**src/rtl/fpadd_pkg.sv**
```systemverilog
package fpadd_pkg;
    typedef enum logic [1:0] {
        ROUTE_BYPASS  = 2'd0,
        ROUTE_SPECIAL = 2'd1,
        ROUTE_FAR     = 2'd2,
        ROUTE_NEAR    = 2'd3
    } route_e;

    typedef enum logic {
        SLOT_EMPTY = 1'b0,
        SLOT_FULL  = 1'b1
    } slot_e;
endpackage

```
**src/rtl/fpadd_unpack.sv**
```systemverilog
// Stage 1: decode, magnitude sort, route choice, early result for special/zero lanes.
module fpadd_unpack
    import fpadd_pkg::*;
#(
    parameter int EXP_W  = 11,
    parameter int FRAC_W = 52,
    localparam int WORD_W = EXP_W + FRAC_W + 1,
    localparam int SIG_W  = FRAC_W + 1,
    localparam int EXT_W  = SIG_W + 3,
    localparam int SH_W   = $clog2(EXT_W + 1)
) (
    input  logic              clk,
    input  logic              rst_n,
    input  logic              adv,
    input  logic              in_valid,
    input  logic [WORD_W-1:0] opa,
    input  logic [WORD_W-1:0] opb,
    input  logic              op_sub,
    output logic              v_q,
    output route_e            route_q,
    output logic [WORD_W-1:0] word_q,
    output logic              sign_q,
    output logic              effsub_q,
    output logic [EXP_W-1:0]  exp_q,
    output logic [SIG_W-1:0]  bsig_q,
    output logic [SIG_W-1:0]  ssig_q,
    output logic [SH_W-1:0]   sh_q
);
    localparam logic [EXP_W-1:0]  EMAX   = '1;
    localparam logic [EXP_W-1:0]  SH_CAP = EXP_W'(EXT_W);
    localparam logic [WORD_W-1:0] QNAN   = {1'b0, {EXP_W{1'b1}}, 1'b1, {(FRAC_W-1){1'b0}}};

    logic [EXP_W-1:0]  ea, eb, e_big, e_small, diff;
    logic [FRAC_W-1:0] fa, fb, f_big, f_small;
    logic              sa, sb, s_big, eff_sub, a_first;
    logic              a_zero, b_zero, a_nan, b_nan, a_inf, b_inf;
    logic [SH_W-1:0]   sh;
    route_e            route;
    logic [WORD_W-1:0] word;

    assign ea = opa[WORD_W-2:FRAC_W];
    assign eb = opb[WORD_W-2:FRAC_W];
    assign fa = opa[FRAC_W-1:0];
    assign fb = opb[FRAC_W-1:0];
    assign sa = opa[WORD_W-1];
    assign sb = opb[WORD_W-1] ^ op_sub;

    assign a_zero = (ea == '0);
    assign b_zero = (eb == '0);
    assign a_nan  = (ea == EMAX) && (fa != '0);
    assign b_nan  = (eb == EMAX) && (fb != '0);
    assign a_inf  = (ea == EMAX) && (fa == '0);
    assign b_inf  = (eb == EMAX) && (fb == '0);

    assign a_first = (opa[WORD_W-2:0] >= opb[WORD_W-2:0]);
    assign e_big   = a_first ? ea : eb;
    assign e_small = a_first ? eb : ea;
    assign f_big   = a_first ? fa : fb;
    assign f_small = a_first ? fb : fa;
    assign s_big   = a_first ? sa : sb;
    assign diff    = e_big - e_small;
    assign eff_sub = sa ^ sb;
    assign sh      = (diff > SH_CAP) ? SH_W'(EXT_W) : SH_W'(diff);

    always_comb begin
        route = ROUTE_FAR;
        word  = '0;
        if (a_nan || b_nan) begin
            route = ROUTE_SPECIAL;
            word  = QNAN;
        end else if (a_inf || b_inf) begin
            route = ROUTE_SPECIAL;
            if (a_inf && b_inf && eff_sub) word = QNAN;
            else if (a_inf)                word = {sa, EMAX, {FRAC_W{1'b0}}};
            else                           word = {sb, EMAX, {FRAC_W{1'b0}}};
        end else if (a_zero || b_zero) begin
            route = ROUTE_BYPASS;
            if (a_zero && b_zero) word = {sa & sb, {(WORD_W-1){1'b0}}};
            else if (a_zero)      word = {sb, opb[WORD_W-2:0]};
            else                  word = opa;
        end else if (eff_sub && (diff < EXP_W'(2))) begin
            route = ROUTE_NEAR;
        end
    end

    always_ff @(posedge clk or negedge rst_n) begin
        if (!rst_n) v_q <= 1'b0;
        else if (adv) v_q <= in_valid;
    end

    always_ff @(posedge clk) begin
        if (adv) begin
            route_q <= route;
            word_q  <= word;
        end
        // arithmetic registers stay still for bypassed and special operations
        if (adv && in_valid && (route == ROUTE_FAR || route == ROUTE_NEAR)) begin
            sign_q   <= s_big;
            effsub_q <= eff_sub;
            exp_q    <= e_big;
            bsig_q   <= {1'b1, f_big};
            ssig_q   <= {1'b1, f_small};
            sh_q     <= sh;
        end
    end
endmodule

```
**src/rtl/fpadd_align_add.sv**
```systemverilog
// Stage 2: right-align the smaller significand with guard/round/sticky, then add or subtract.
module fpadd_align_add
    import fpadd_pkg::*;
#(
    parameter int EXP_W  = 11,
    parameter int FRAC_W = 52,
    localparam int WORD_W = EXP_W + FRAC_W + 1,
    localparam int SIG_W  = FRAC_W + 1,
    localparam int EXT_W  = SIG_W + 3,
    localparam int SUM_W  = EXT_W + 1,
    localparam int SH_W   = $clog2(EXT_W + 1)
) (
    input  logic              clk,
    input  logic              rst_n,
    input  logic              adv,
    input  logic              v_in,
    input  route_e            route_in,
    input  logic [WORD_W-1:0] word_in,
    input  logic              sign_in,
    input  logic              effsub_in,
    input  logic [EXP_W-1:0]  exp_in,
    input  logic [SIG_W-1:0]  bsig_in,
    input  logic [SIG_W-1:0]  ssig_in,
    input  logic [SH_W-1:0]   sh_in,
    output logic              v_q,
    output route_e            route_q,
    output logic [WORD_W-1:0] word_q,
    output logic              sign_q,
    output logic [EXP_W-1:0]  exp_q,
    output logic [SUM_W-1:0]  sum_q
);
    logic [2*EXT_W-1:0] wide;
    logic [EXT_W-1:0]   aligned;
    logic [SUM_W-1:0]   sum;
    logic               arith;

    assign arith   = (route_in == ROUTE_FAR) || (route_in == ROUTE_NEAR);
    assign wide    = {ssig_in, 3'b000, {EXT_W{1'b0}}} >> sh_in;
    assign aligned = wide[2*EXT_W-1:EXT_W] | {{(EXT_W-1){1'b0}}, |wide[EXT_W-1:0]};
    assign sum     = effsub_in ? ({1'b0, bsig_in, 3'b000} - {1'b0, aligned})
                               : ({1'b0, bsig_in, 3'b000} + {1'b0, aligned});

    always_ff @(posedge clk or negedge rst_n) begin
        if (!rst_n) v_q <= 1'b0;
        else if (adv) v_q <= v_in;
    end

    always_ff @(posedge clk) begin
        if (adv) begin
            route_q <= route_in;
            word_q  <= word_in;
        end
        if (adv && v_in && arith) begin
            sign_q <= sign_in;
            exp_q  <= exp_in;
            sum_q  <= sum;
        end
    end

    // magnitude sort in stage 1 guarantees a non-negative difference
    assert_sub_nonneg_R4: assert property (@(posedge clk) disable iff (!rst_n)
        (v_in && arith && effsub_in) |-> !sum[SUM_W-1]);
endmodule

```
**src/rtl/fpadd_norm.sv**
```systemverilog
// Stage 3a: far-path one-place fix-up or near-path leading-one normalise.
module fpadd_norm
    import fpadd_pkg::*;
#(
    parameter int EXP_W  = 11,
    parameter int FRAC_W = 52,
    localparam int SIG_W  = FRAC_W + 1,
    localparam int EXT_W  = SIG_W + 3,
    localparam int SUM_W  = EXT_W + 1,
    localparam int SH_W   = $clog2(EXT_W + 1),
    localparam int XW     = EXP_W + 2
) (
    input  route_e                  route,
    input  logic [EXP_W-1:0]        exp_in,
    input  logic [SUM_W-1:0]        sum,
    output logic [EXT_W-1:0]        m,
    output logic signed [XW-1:0]    nexp,
    output logic                    is_zero
);
    logic signed [XW-1:0] base;
    logic [EXT_W-1:0]     far_m, near_m;
    logic signed [XW-1:0] far_e, near_e;
    logic [SH_W-1:0]      lz;
    logic                 found;

    assign base = $signed({2'b00, exp_in});

    always_comb begin
        if (sum[EXT_W]) begin
            far_m = {sum[EXT_W:2], sum[1] | sum[0]};
            far_e = base + XW'(1);
        end else if (sum[EXT_W-1]) begin
            far_m = sum[EXT_W-1:0];
            far_e = base;
        end else begin
            far_m = {sum[EXT_W-2:0], 1'b0};
            far_e = base - XW'(1);
        end
    end

    always_comb begin
        lz    = '0;
        found = 1'b0;
        for (int i = EXT_W - 1; i >= 0; i--) begin
            if (!found) begin
                if (sum[i]) found = 1'b1;
                else        lz = lz + 1'b1;
            end
        end
        near_m = sum[EXT_W-1:0] << lz;
        near_e = base - $signed({{(XW-SH_W){1'b0}}, lz});
    end

    always_comb begin
        unique case (route)
            ROUTE_NEAR: begin
                m       = near_m;
                nexp    = near_e;
                is_zero = (sum == '0);
            end
            default: begin
                m       = far_m;
                nexp    = far_e;
                is_zero = 1'b0;
            end
        endcase
    end
endmodule

```
**src/rtl/fpadd_round.sv**
```systemverilog
// Stage 3b: round to nearest even and pack, with overflow and underflow clamps.
module fpadd_round #(
    parameter int EXP_W  = 11,
    parameter int FRAC_W = 52,
    localparam int WORD_W = EXP_W + FRAC_W + 1,
    localparam int SIG_W  = FRAC_W + 1,
    localparam int EXT_W  = SIG_W + 3,
    localparam int XW     = EXP_W + 2
) (
    input  logic                 sign,
    input  logic [EXT_W-1:0]     m,
    input  logic signed [XW-1:0] nexp,
    output logic [WORD_W-1:0]    word
);
    localparam logic [EXP_W-1:0] EMAX = '1;

    logic [SIG_W-1:0]     keep;
    logic [SIG_W:0]       inc;
    logic                 up;
    logic signed [XW-1:0] rexp;

    assign keep = m[EXT_W-1:3];
    assign up   = m[2] & (m[1] | m[0] | keep[0]);
    assign inc  = {1'b0, keep} + {{SIG_W{1'b0}}, up};
    assign rexp = nexp + $signed({{(XW-1){1'b0}}, inc[SIG_W]});

    always_comb begin
        if (rexp <= $signed(XW'(0)))
            word = {sign, {(WORD_W-1){1'b0}}};
        else if (rexp >= $signed({2'b00, EMAX}))
            word = {sign, EMAX, {FRAC_W{1'b0}}};
        else
            word = {sign, rexp[EXP_W-1:0], inc[FRAC_W-1:0]};
    end
endmodule

```
**src/rtl/fpadd_dualpath.sv**
```systemverilog
module fpadd_dualpath
    import fpadd_pkg::*;
#(
    parameter int EXP_W  = 11,
    parameter int FRAC_W = 52,
    localparam int WORD_W = EXP_W + FRAC_W + 1,
    localparam int SIG_W  = FRAC_W + 1,
    localparam int EXT_W  = SIG_W + 3,
    localparam int SUM_W  = EXT_W + 1,
    localparam int SH_W   = $clog2(EXT_W + 1),
    localparam int XW     = EXP_W + 2
) (
    input  logic              clk,
    input  logic              rst_n,
    input  logic              in_valid,
    output logic              in_ready,
    input  logic [WORD_W-1:0] in_a,
    input  logic [WORD_W-1:0] in_b,
    input  logic              in_sub,
    output logic              out_valid,
    input  logic              out_ready,
    output logic [WORD_W-1:0] out_data
);
    localparam logic [EXP_W-1:0]  EMAX = '1;
    localparam logic [WORD_W-1:0] QNAN = {1'b0, {EXP_W{1'b1}}, 1'b1, {(FRAC_W-1){1'b0}}};

    slot_e                state;
    logic                 adv;

    logic                 v1, sign1, effsub1;
    route_e               route1;
    logic [WORD_W-1:0]    word1;
    logic [EXP_W-1:0]     exp1;
    logic [SIG_W-1:0]     bsig1, ssig1;
    logic [SH_W-1:0]      sh1;

    logic                 v2, sign2;
    route_e               route2;
    logic [WORD_W-1:0]    word2;
    logic [EXP_W-1:0]     exp2;
    logic [SUM_W-1:0]     sum2;

    logic [EXT_W-1:0]     m3;
    logic signed [XW-1:0] nexp3;
    logic                 zero3;
    logic [WORD_W-1:0]    rounded3, result3;

    assign adv      = (state == SLOT_EMPTY) || out_ready;
    assign in_ready = adv;

    fpadd_unpack #(.EXP_W(EXP_W), .FRAC_W(FRAC_W)) u_unpack (
        .clk(clk), .rst_n(rst_n), .adv(adv), .in_valid(in_valid),
        .opa(in_a), .opb(in_b), .op_sub(in_sub),
        .v_q(v1), .route_q(route1), .word_q(word1), .sign_q(sign1),
        .effsub_q(effsub1), .exp_q(exp1), .bsig_q(bsig1), .ssig_q(ssig1), .sh_q(sh1)
    );

    fpadd_align_add #(.EXP_W(EXP_W), .FRAC_W(FRAC_W)) u_align (
        .clk(clk), .rst_n(rst_n), .adv(adv), .v_in(v1), .route_in(route1),
        .word_in(word1), .sign_in(sign1), .effsub_in(effsub1), .exp_in(exp1),
        .bsig_in(bsig1), .ssig_in(ssig1), .sh_in(sh1),
        .v_q(v2), .route_q(route2), .word_q(word2), .sign_q(sign2),
        .exp_q(exp2), .sum_q(sum2)
    );

    fpadd_norm #(.EXP_W(EXP_W), .FRAC_W(FRAC_W)) u_norm (
        .route(route2), .exp_in(exp2), .sum(sum2),
        .m(m3), .nexp(nexp3), .is_zero(zero3)
    );

    fpadd_round #(.EXP_W(EXP_W), .FRAC_W(FRAC_W)) u_round (
        .sign(sign2), .m(m3), .nexp(nexp3), .word(rounded3)
    );

    always_comb begin
        unique case (route2)
            ROUTE_BYPASS, ROUTE_SPECIAL: result3 = word2;
            ROUTE_FAR:                   result3 = rounded3;
            ROUTE_NEAR:                  result3 = zero3 ? '0 : rounded3;
        endcase
    end

    // output slot: state register
    always_ff @(posedge clk or negedge rst_n) begin
        if (!rst_n) state <= SLOT_EMPTY;
        else if (adv) state <= v2 ? SLOT_FULL : SLOT_EMPTY;
    end

    // output slot: data
    always_ff @(posedge clk) begin
        if (adv && v2) out_data <= result3;
    end

    assign out_valid = (state == SLOT_FULL);

    assert_hold_R11: assert property (@(posedge clk) disable iff (!rst_n)
        (out_valid && !out_ready) |=> (out_valid && $stable(out_data)));

    assert_qnan_R9: assert property (@(posedge clk) disable iff (!rst_n)
        (out_valid && out_data[WORD_W-2:FRAC_W] == EMAX && out_data[FRAC_W-1:0] != '0)
            |-> (out_data == QNAN));

    assert_no_subnormal_R6: assert property (@(posedge clk) disable iff (!rst_n)
        out_valid |-> !(out_data[WORD_W-2:FRAC_W] == '0 && out_data[FRAC_W-1:0] != '0));

    assert_far_shift_R3: assert property (@(posedge clk) disable iff (!rst_n)
        (v2 && route2 == ROUTE_FAR) |-> (sum2[EXT_W:EXT_W-2] != 3'b000));
endmodule

```
**config.mk**
```make
export PLATFORM = sky130hd
export DESIGN_NAME = fpadd_dualpath
export DESIGN_NICKNAME = d
export VERILOG_FILES = /design/src/rtl/fpadd_pkg.sv /design/src/rtl/fpadd_unpack.sv /design/src/rtl/fpadd_align_add.sv /design/src/rtl/fpadd_norm.sv /design/src/rtl/fpadd_round.sv /design/src/rtl/fpadd_dualpath.sv
export SDC_FILE = /design/constraint.sdc
export NUM_CORES = 2
export LEC_CHECK = 0
export ABC_CLOCK_PERIOD_IN_PS = 43500
export BUFFER_PORTS_ARGS = -buffer_cell sky130_fd_sc_hd__buf_4
export CAP_MARGIN = 10
export CORE_UTILIZATION = 45
export CTS_CLUSTER_SIZE = 8
export DETAILED_ROUTE_END_ITERATION = 16
export SKIP_CTS_REPAIR_TIMING = 1
export SKIP_LAST_GASP = 1
export SLEW_MARGIN = 20
export SYNTH_ARGS = -nofsm -noshare
export SYNTH_HDL_FRONTEND = slang
export SYNTH_SLANG_ARGS = --single-unit
export TNS_END_PERCENT = 20
```
**constraint.sdc**
```tcl
create_clock -name clk -period 43.5 [get_ports clk]
set_clock_uncertainty 0.05 [all_clocks]
set_input_delay 2.175 -clock clk [delete_from_list [all_inputs] [get_ports clk]]
set_output_delay 2.175 -clock clk [all_outputs]
set_load 0.01 [all_outputs]
```
### Yosys cells after proc, flatten, opt, wreduce, memory -nomap -nowiden

Index checks and enable logic that the tools add are counted.
Widths: inputs -> output; s select.

| operators by class | value |
|---|---|
| $lt $le $gt $ge | 5 |
| bitwise gates (word level) | 9 |
| multiplexer cells | 248 |
| reduce and logical (&&, ||, !) cells | 29 |
| $add $sub $neg | 63 |
| shift-type cells | 2 |
| equal/unequal tests | 9 |

Operators with widths:

| kind | number |
|---|---|
| $mux 6 | 110 |
| $mux 64 | 7 |
| $add 6x1->6 const B | 54 |
| $pmux 64 s3 | 1 |
| $mux 56 | 3 |
| $mux 63 | 2 |
| $mux 1 | 114 |
| $shr 112x6->112 | 1 |
| $logic_not 52->1 | 2 |
| $mux 52 | 2 |
| $reduce_bool 52->1 | 2 |
| $ge 63x63->1 | 1 |
| $add 56x56->57 | 1 |
| $logic_not 57->1 | 1 |
| $mux 57 | 1 |
| $sub 56x56->57 | 1 |
| $or 56x1->56 | 1 |
| $reduce_or 56->1 | 1 |
| $shl 56x6->56 | 1 |
| $add 53x1->54 | 1 |
| $mux 13 | 3 |
| $eq 11x11->1 const B | 2 |
| $logic_not 11->1 | 2 |
| $mux 11 | 2 |
| 21 further kinds | 49 |

| storage, ports and cells | value |
|---|---|
| output and inout port bits | 66 |
| bits in registers | 391 |
| bits of input ports | 133 |
| word-level logic and storage cells | 382 |

### Longest topological paths before layout

| logic depth | value |
|---|---|
| depth after elaboration | 178 |
| gate-level depth with buffers | 224 |
| mapped depth without buffers | 217 |

### Cells and area by module

A second synthesis with hierarchy kept.

| unflattened totals | value |
|---|---|
| cell total of the unflattened synthesis | 5,661 |
| area total of the unflattened synthesis | 45,663.8 sq um |

By module, submodules not included:

| module | sequential area each (sq um) | times used | area an instance (sq um) | cells each |
|---|---|---|---|---|
| fpadd_align_add | 4,078.9 | 1 | 16,258.1 | 1,889 |
| fpadd_norm | 0.0 | 1 | 13,654.3 | 2,192 |
| fpadd_unpack | 5,700.5 | 1 | 10,508.8 | 998 |
| fpadd_dualpath | 1,946.9 | 1 | 3,448.3 | 282 |
| fpadd_round | 0.0 | 1 | 1,794.2 | 300 |

### Worst setup path after synthesis

No wires, ideal clock.

| timing | value |
|---|---|
| path kind | register to register |
| start | register u_align.sum_q[55] |
| end | register out_data[0], data pin |
| setup time | 0.256 ns |
| setup slack | 4.079 ns |
| data required time | 43.194 ns |
| arrival time | 39.115 ns |
| buffers on the path | 10 |
| cell stages (with the launch flop) | 218 |
| clock period less this slack | 39.421 ns |
| cell sequence | edfxtp_1 clkbuf_1 buf_1 clkbuf_1 clkbuf_1 clkbuf_1 a21oi_1 ha_1 nor2_1 nor2_1 ha_1 nand2b_1 a31oi_1 ha_1 nand2_1 nand2_1 ha_1 mux2i_1 [... 182 more ...] nor2_1 nand2_1 or4b_4 nor4_2 ha_1 ha_1 and3_1 nand3_1 xor2_1 or4_1 nor4_1 nand2b_1 a21oi_1 nand2b_1 or2_2 clkbuf_1 nor2_1 a22o_1 |

| on the way | value |
|---|---|
| longest elaborated chain between the ends | 178 |
| elaborated cells between the ends (all ways) | 242 |
| classes of those cells | add/sub (58); order compare (2); shift (1); mux (177); bitwise (3); reduce/logical (1) |

RTL lines:

| item | RTL line | source |
|---|---|---|
| start: declaration | fpadd_align_add.sv:30 | `output logic [SUM_W-1:0] sum_q` |
| start signal: assignment | fpadd_align_add.sv:56 | `sum_q <= sum;` |
| $mux 1 | fpadd_norm.sv:46 | `if (sum[i]) found = 1'b1;` |
| $add 1x1->2 | fpadd_norm.sv:47 | `else lz = lz + 1'b1;` |
| $mux 6 | fpadd_norm.sv:46 |  |
| $mux 6 | fpadd_norm.sv:45 | `if (!found) begin` |
| $add 6x1->6 | fpadd_norm.sv:47 |  |
| $mux 6 | fpadd_norm.sv:46 |  |
| $mux 6 | fpadd_norm.sv:45 |  |
| $add 6x1->6 | fpadd_norm.sv:47 |  |
| [... 163 more ...] | -- |  |
| $add 53x1->54 | fpadd_round.sv:24 | `assign inc = {1'b0, keep} + {{SIG_W{1'b0}}, up};` |
| $add 13x2->13 | fpadd_round.sv:25 | `assign rexp = nexp + $signed({{(XW-1){1'b0}}, inc[SIG_W]});` |
| $ge 13x12->1 | fpadd_round.sv:30 | `else if (rexp >= $signed({2'b00, EMAX}))` |
| $mux 63 | fpadd_round.sv:30 |  |
| $mux 63 | fpadd_round.sv:28 | `if (rexp <= $signed(XW'(0)))` |
| $mux 64 | fpadd_dualpath.sv:79 | `ROUTE_NEAR: result3 = zero3 ? '0 : rounded3;` |
| $pmux 64 s3 (*) | fpadd_dualpath.sv:76 | `unique case (route2)` |
| via result3[0] | fpadd_dualpath.sv:46 | `logic [WORD_W-1:0] rounded3, result3;` |
| end signal: assignment | fpadd_dualpath.sv:91 | `if (adv && v2) out_data <= result3;` |
| end: declaration | fpadd_dualpath.sv:22 | `output logic [WORD_W-1:0] out_data` |

The timed path passes the listed nets; every way through them passes the cells marked *.
A chain may end at the register's enable or synchronous reset.

### Final worst setup path

| timing | value |
|---|---|
| start | register u_align.sum_q[55] |
| end | register out_data[12], data pin |

Same word-level chain as after synthesis.

==> impl_metrics.py <==
metrics = {
    "pwr": {
        "p_leak_nw": 18.4,
        "ir_worst_vdd_v": 0.0000344,
        "powerDensity_nw_per_um2": 38.4,
    },
    "routing": {
        "vias": 37664,
        "vias_per_cell": 6.24,
        "drtIter0Drc": 4108,
        "drc": 0,
        "postRouteAntennaNets": 0,
        "wl_um": 149000,
        "firstDrtPassIters": 6,
        "wl_per_cell_um": 24.7,
    },
    "grt": {
        "antenna_found_initial": 0,
        "grt_pass1_wl_um": 219000,
        "grt_max_degree": 107,
        "grt-ovfl-total": 0,
        "grt_pass1_vias": 34481,
        "grt_use_total_pct": 31.6,
    },
    "setup_path": {
        "cp_common_cell": "ha_1",
        "crit_buf_inv": 9,
        "worstPathMaxFanout": 33,
        "r2r_start": "u_align.sum_q[55]",
        "cp.arrival_ns": 41.13,
        "worst_path_max_delay_cell": "or4b_4",
        "r2r_cells": 217,
        "critPathLaunchType": "register",
        "max_stage_delay_ns": 0.58,
        "required_ns": 43.80,
        "critPathKind": "register to register",
        "r2r_end": "out_data[12]",
        "r2r_slack_ns": 2.68,
        "end_kind": "register",
        "cpLargestDelayFamily": "adder cells",
    },
    "worst_hold_path": {
        "hold-path-cell-count": 0,
        "hold_end": "u_align.word_q[1]",
        "hp-class": "register to register",
        "min_from": "u_unpack.word_q[1]",
    },
    "synthesis": {
        "synth_warnings": 0,
        "synth_edf_count": 388,
        "syn_area_per_cell_um2": 8.48,
        "seq_area_frac_synth_pct": 28.8,
        "synth_ff_type": "edfxtp_1",
        "synth_area_um2": 40700,
        "syn-num-nets": 5174,
        "yosys-top-cells-area": "edfxtp_1 (29%), ha_1 (7.3%), mux2i_1 (5.9%)",
        "async_flop_share_pct": 0.767,
        "post-synth-top-area-fraction_pct": 28.6,
        "netlist_instances": 4802,
        "ys_types": 116,
        "synth.ff_latch_count": 391,
        "yosysTopAreaCell": "edfxtp_1",
    },
    "clock_network": {
        "ctsLongestPathBuffers": 3,
        "path_clk_slew_ns": 0.05,
        "insertion_delay_ns": 0.61,
        "numCtsBuffers": 56,
        "clock_sinks": 391,
        "htree_levels": 2,
        "cts_tree": "done",
        "ctsRootBufferMaster": "clkbuf_16",
    },
    "floorplan": {
        "pin_count": 199,
        "fp.coreArea_um2": 88900,
        "die_y_um": 303,
        "num_rows": 109,
        "dieArea_um2": 91700,
        "die_width_um": 303,
        "start_util_pct": 45.8,
    },
    "layout": {
        "drive_gt1_share_pct": 12.7,
        "nets": 5212,
        "fin_util_pct": 50.6,
        "syn_to_final_growth_pct": 10.6,
    },
    "sta": {
        "fin_crit_ns": 40.82,
        "final-max-slew-violation-count": 0,
        "tightestPinTransition_ns": 1.10,
        "timing.final.ws_setup_ns": 2.68,
        "finalSetupViolCount": 0,
        "slew_headroom_pct": 25.6,
        "hold_viol": 0,
        "fmax_ghz": 0.0245,
        "timing.final.crit_share_pct": 93.8,
    },
    "flow_run": {
        "maxCapViolCount": 0,
    },
    "place": {
        "dpl.hpwl_um": 117000,
        "dp_slack_ns": 0.336,
        "io_buffers": 198,
        "place_congestion": 1.04,
    },
    "status": {
        "outcome": "complete, no violations",
    },
}
worst max-delay path by stage:
stage,startpoint,end,slack (ns),depth (start not counted)
after global placement,u_align.sum_q[55],out_data[9],1.59,204
after CTS,u_align.sum_q[55],out_data[25],0.21,206
after global routing,u_align.sum_q[55],out_data[12],-0.14,217
final,u_align.sum_q[55],out_data[12],2.68,217
after floorplan,u_align.sum_q[55],out_data[0],4.08,217
after detailed placement,u_align.sum_q[55],out_data[7],0.34,206
synth_stat cells, types with 13 or more instances:
| library cell | instances |
|---|---|
| o22a_1 | 16 |
| or2_2 | 25 |
| and3_1 | 36 |
| inv_1 | 245 |
| o211ai_1 | 28 |
| nor4_1 | 72 |
| nand2b_1 | 67 |
| mux4_2 | 78 |
| xnor2_1 | 158 |
| o21a_1 | 30 |
| mux2_2 | 72 |
| nor2_1 | 391 |
| nor2b_1 | 67 |
| a22o_1 | 40 |
| buf_1 | 51 |
| ha_1 | 237 |
| buf_2 | 20 |
| o21ai_0 | 377 |
| a21oi_1 | 343 |
| nand4_1 | 51 |
| o2bb2ai_1 | 22 |
| clkbuf_1 | 210 |
| a211o_1 | 13 |
| nor3_1 | 120 |
| a221oi_1 | 14 |
| a2111oi_0 | 13 |
| nand3_1 | 114 |
| edfxtp_1 | 388 |
| mux2i_1 | 239 |
| nor3b_1 | 13 |
| o31ai_1 | 19 |
| nand2_1 | 625 |
| a31oi_1 | 30 |
| and2_1 | 36 |
| a21o_1 | 56 |
| or3_1 | 48 |
| a211oi_1 | 36 |
| o21bai_1 | 42 |
| xor2_1 | 70 |
| o22ai_1 | 13 |
worst register-to-register path: cells and delay by family (launching register included):
kind                       cells  cell delay, ns
xor gates and xnor gates       4            0.83
DFF                            1            0.35
AOI/OAI and AO/OA             49            7.11
buffers and inverters          9            1.11
and+or+nand+nor               73            9.62
adders and majority gates     54           16.42
muxes                         28            5.05
power breakdown:
| group | switching [mW] | total (mW) | internal, mW |
|---|---|---|---|
| sequential | 0.0917 | 0.609 | 0.517 |
| clock | 0.159 | 0.411 | 0.252 |
| combinational | 0.445 | 0.711 | 0.266 |
through the flow:
| stage | setup TNS (ns) | instances | total power, mW | hold slack, ns | area [um^2] |
|---|---|---|---|---|---|
| 3_5_place_dp | 0 | 5926 | 1.29 | 0.355 | 43000 |
| 2_1_floorplan | 0 | 4802 | 1.02 | 0.350 | 40700 |
| 6_report | 0 | 6037 | 1.73 | 0.366 | 45000 |
| 3_3_place_gp | 0 | 5926 | 1.29 | 0.350 | 42900 |
| 5_1_grt | -3.18 | 6036 | 1.81 | 0.371 | 45000 |
| 4_1_cts | 0 | 6015 | 1.70 | 0.366 | 44600 |
flip-flops by register name, summed over array words and instances (netlist names), 2 cells and up:
name / count
u_unpack.ssig_q: 52
u_unpack.route_q: 2
u_align.exp_q: 11
u_unpack.sh_q: 6
u_unpack.word_q: 64
u_align.route_q: 2
u_unpack.exp_q: 11
out_data: 64
u_align.sum_q: 57
u_align.word_q: 64
u_unpack.bsig_q: 52
logic make-up after synthesis:
group / Yosys count / synth area share, %
DFF: 391 / 28.8
and+or+nand+nor: 1740 / 20.4
xor gates and xnor gates: 265 / 6.78
adders and majority gates: 241 / 7.43
buffers and inverters: 540 / 5.16
muxes: 390 / 12.2
AOI/OAI and AO/OA: 1235 / 19.2
placed cells by master (no fill, tap or decap), types with 24 or more instances in the layout:
cell type | synthesis | layout
edfxtp_1 | 388 | 388
a21oi_1 | 343 | 340
nand2_1 | 625 | 622
o211ai_1 | 28 | 28
nor2_1 | 391 | 390
nand2b_1 | 67 | 65
xnor2_1 | 158 | 158
or2_2 | 25 | 24
nand4_1 | 51 | 51
mux2i_1 | 239 | 234
nor4_1 | 72 | 70
a211oi_1 | 36 | 35
ha_1 | 237 | 236
nor3_1 | 120 | 118
inv_1 | 245 | 241
xor2_1 | 70 | 69
o21ai_0 | 377 | 371
o21a_1 | 30 | 30
clkbuf_16 | 0 | 57
and2_1 | 36 | 36
nor2b_1 | 67 | 66
a22o_1 | 40 | 39
clkbuf_1 | 210 | 26
and3_1 | 36 | 34
mux2_2 | 72 | 72
o21bai_1 | 42 | 42
mux4_2 | 78 | 78
buf_4 | 1 | 260
a31oi_1 | 30 | 28
or3_1 | 48 | 48
a21o_1 | 56 | 56
nand3_1 | 114 | 113
routing by layer:
metal  part of all wire (%)  GRT usage, %  vias to the layer above
met2                     45          50.1                     1632
met3                    7.2          3.73                      322
li1                       -             -                    17664
met4                    4.8          13.2                        0
met5                      0             0                        -
met1                     43          43.8                    18046
final cells by class:
type / count / area [um^2]
Fill cell: 8510 / 43900
Multi-Input combinational cell: 3871 / 27100
Sequential cell: 391 / 11700
Timing Repair Buffer: 265 / 2040
Clock buffer: 82 / 1500
Tap cell: 1165 / 1460
Inverter: 254 / 1000
Clock inverter: 7 / 149
Timing Repair inverter: 1 / 7.51
Antenna cell: 1 / 2.50
Power figures use the tool's default switching activity.
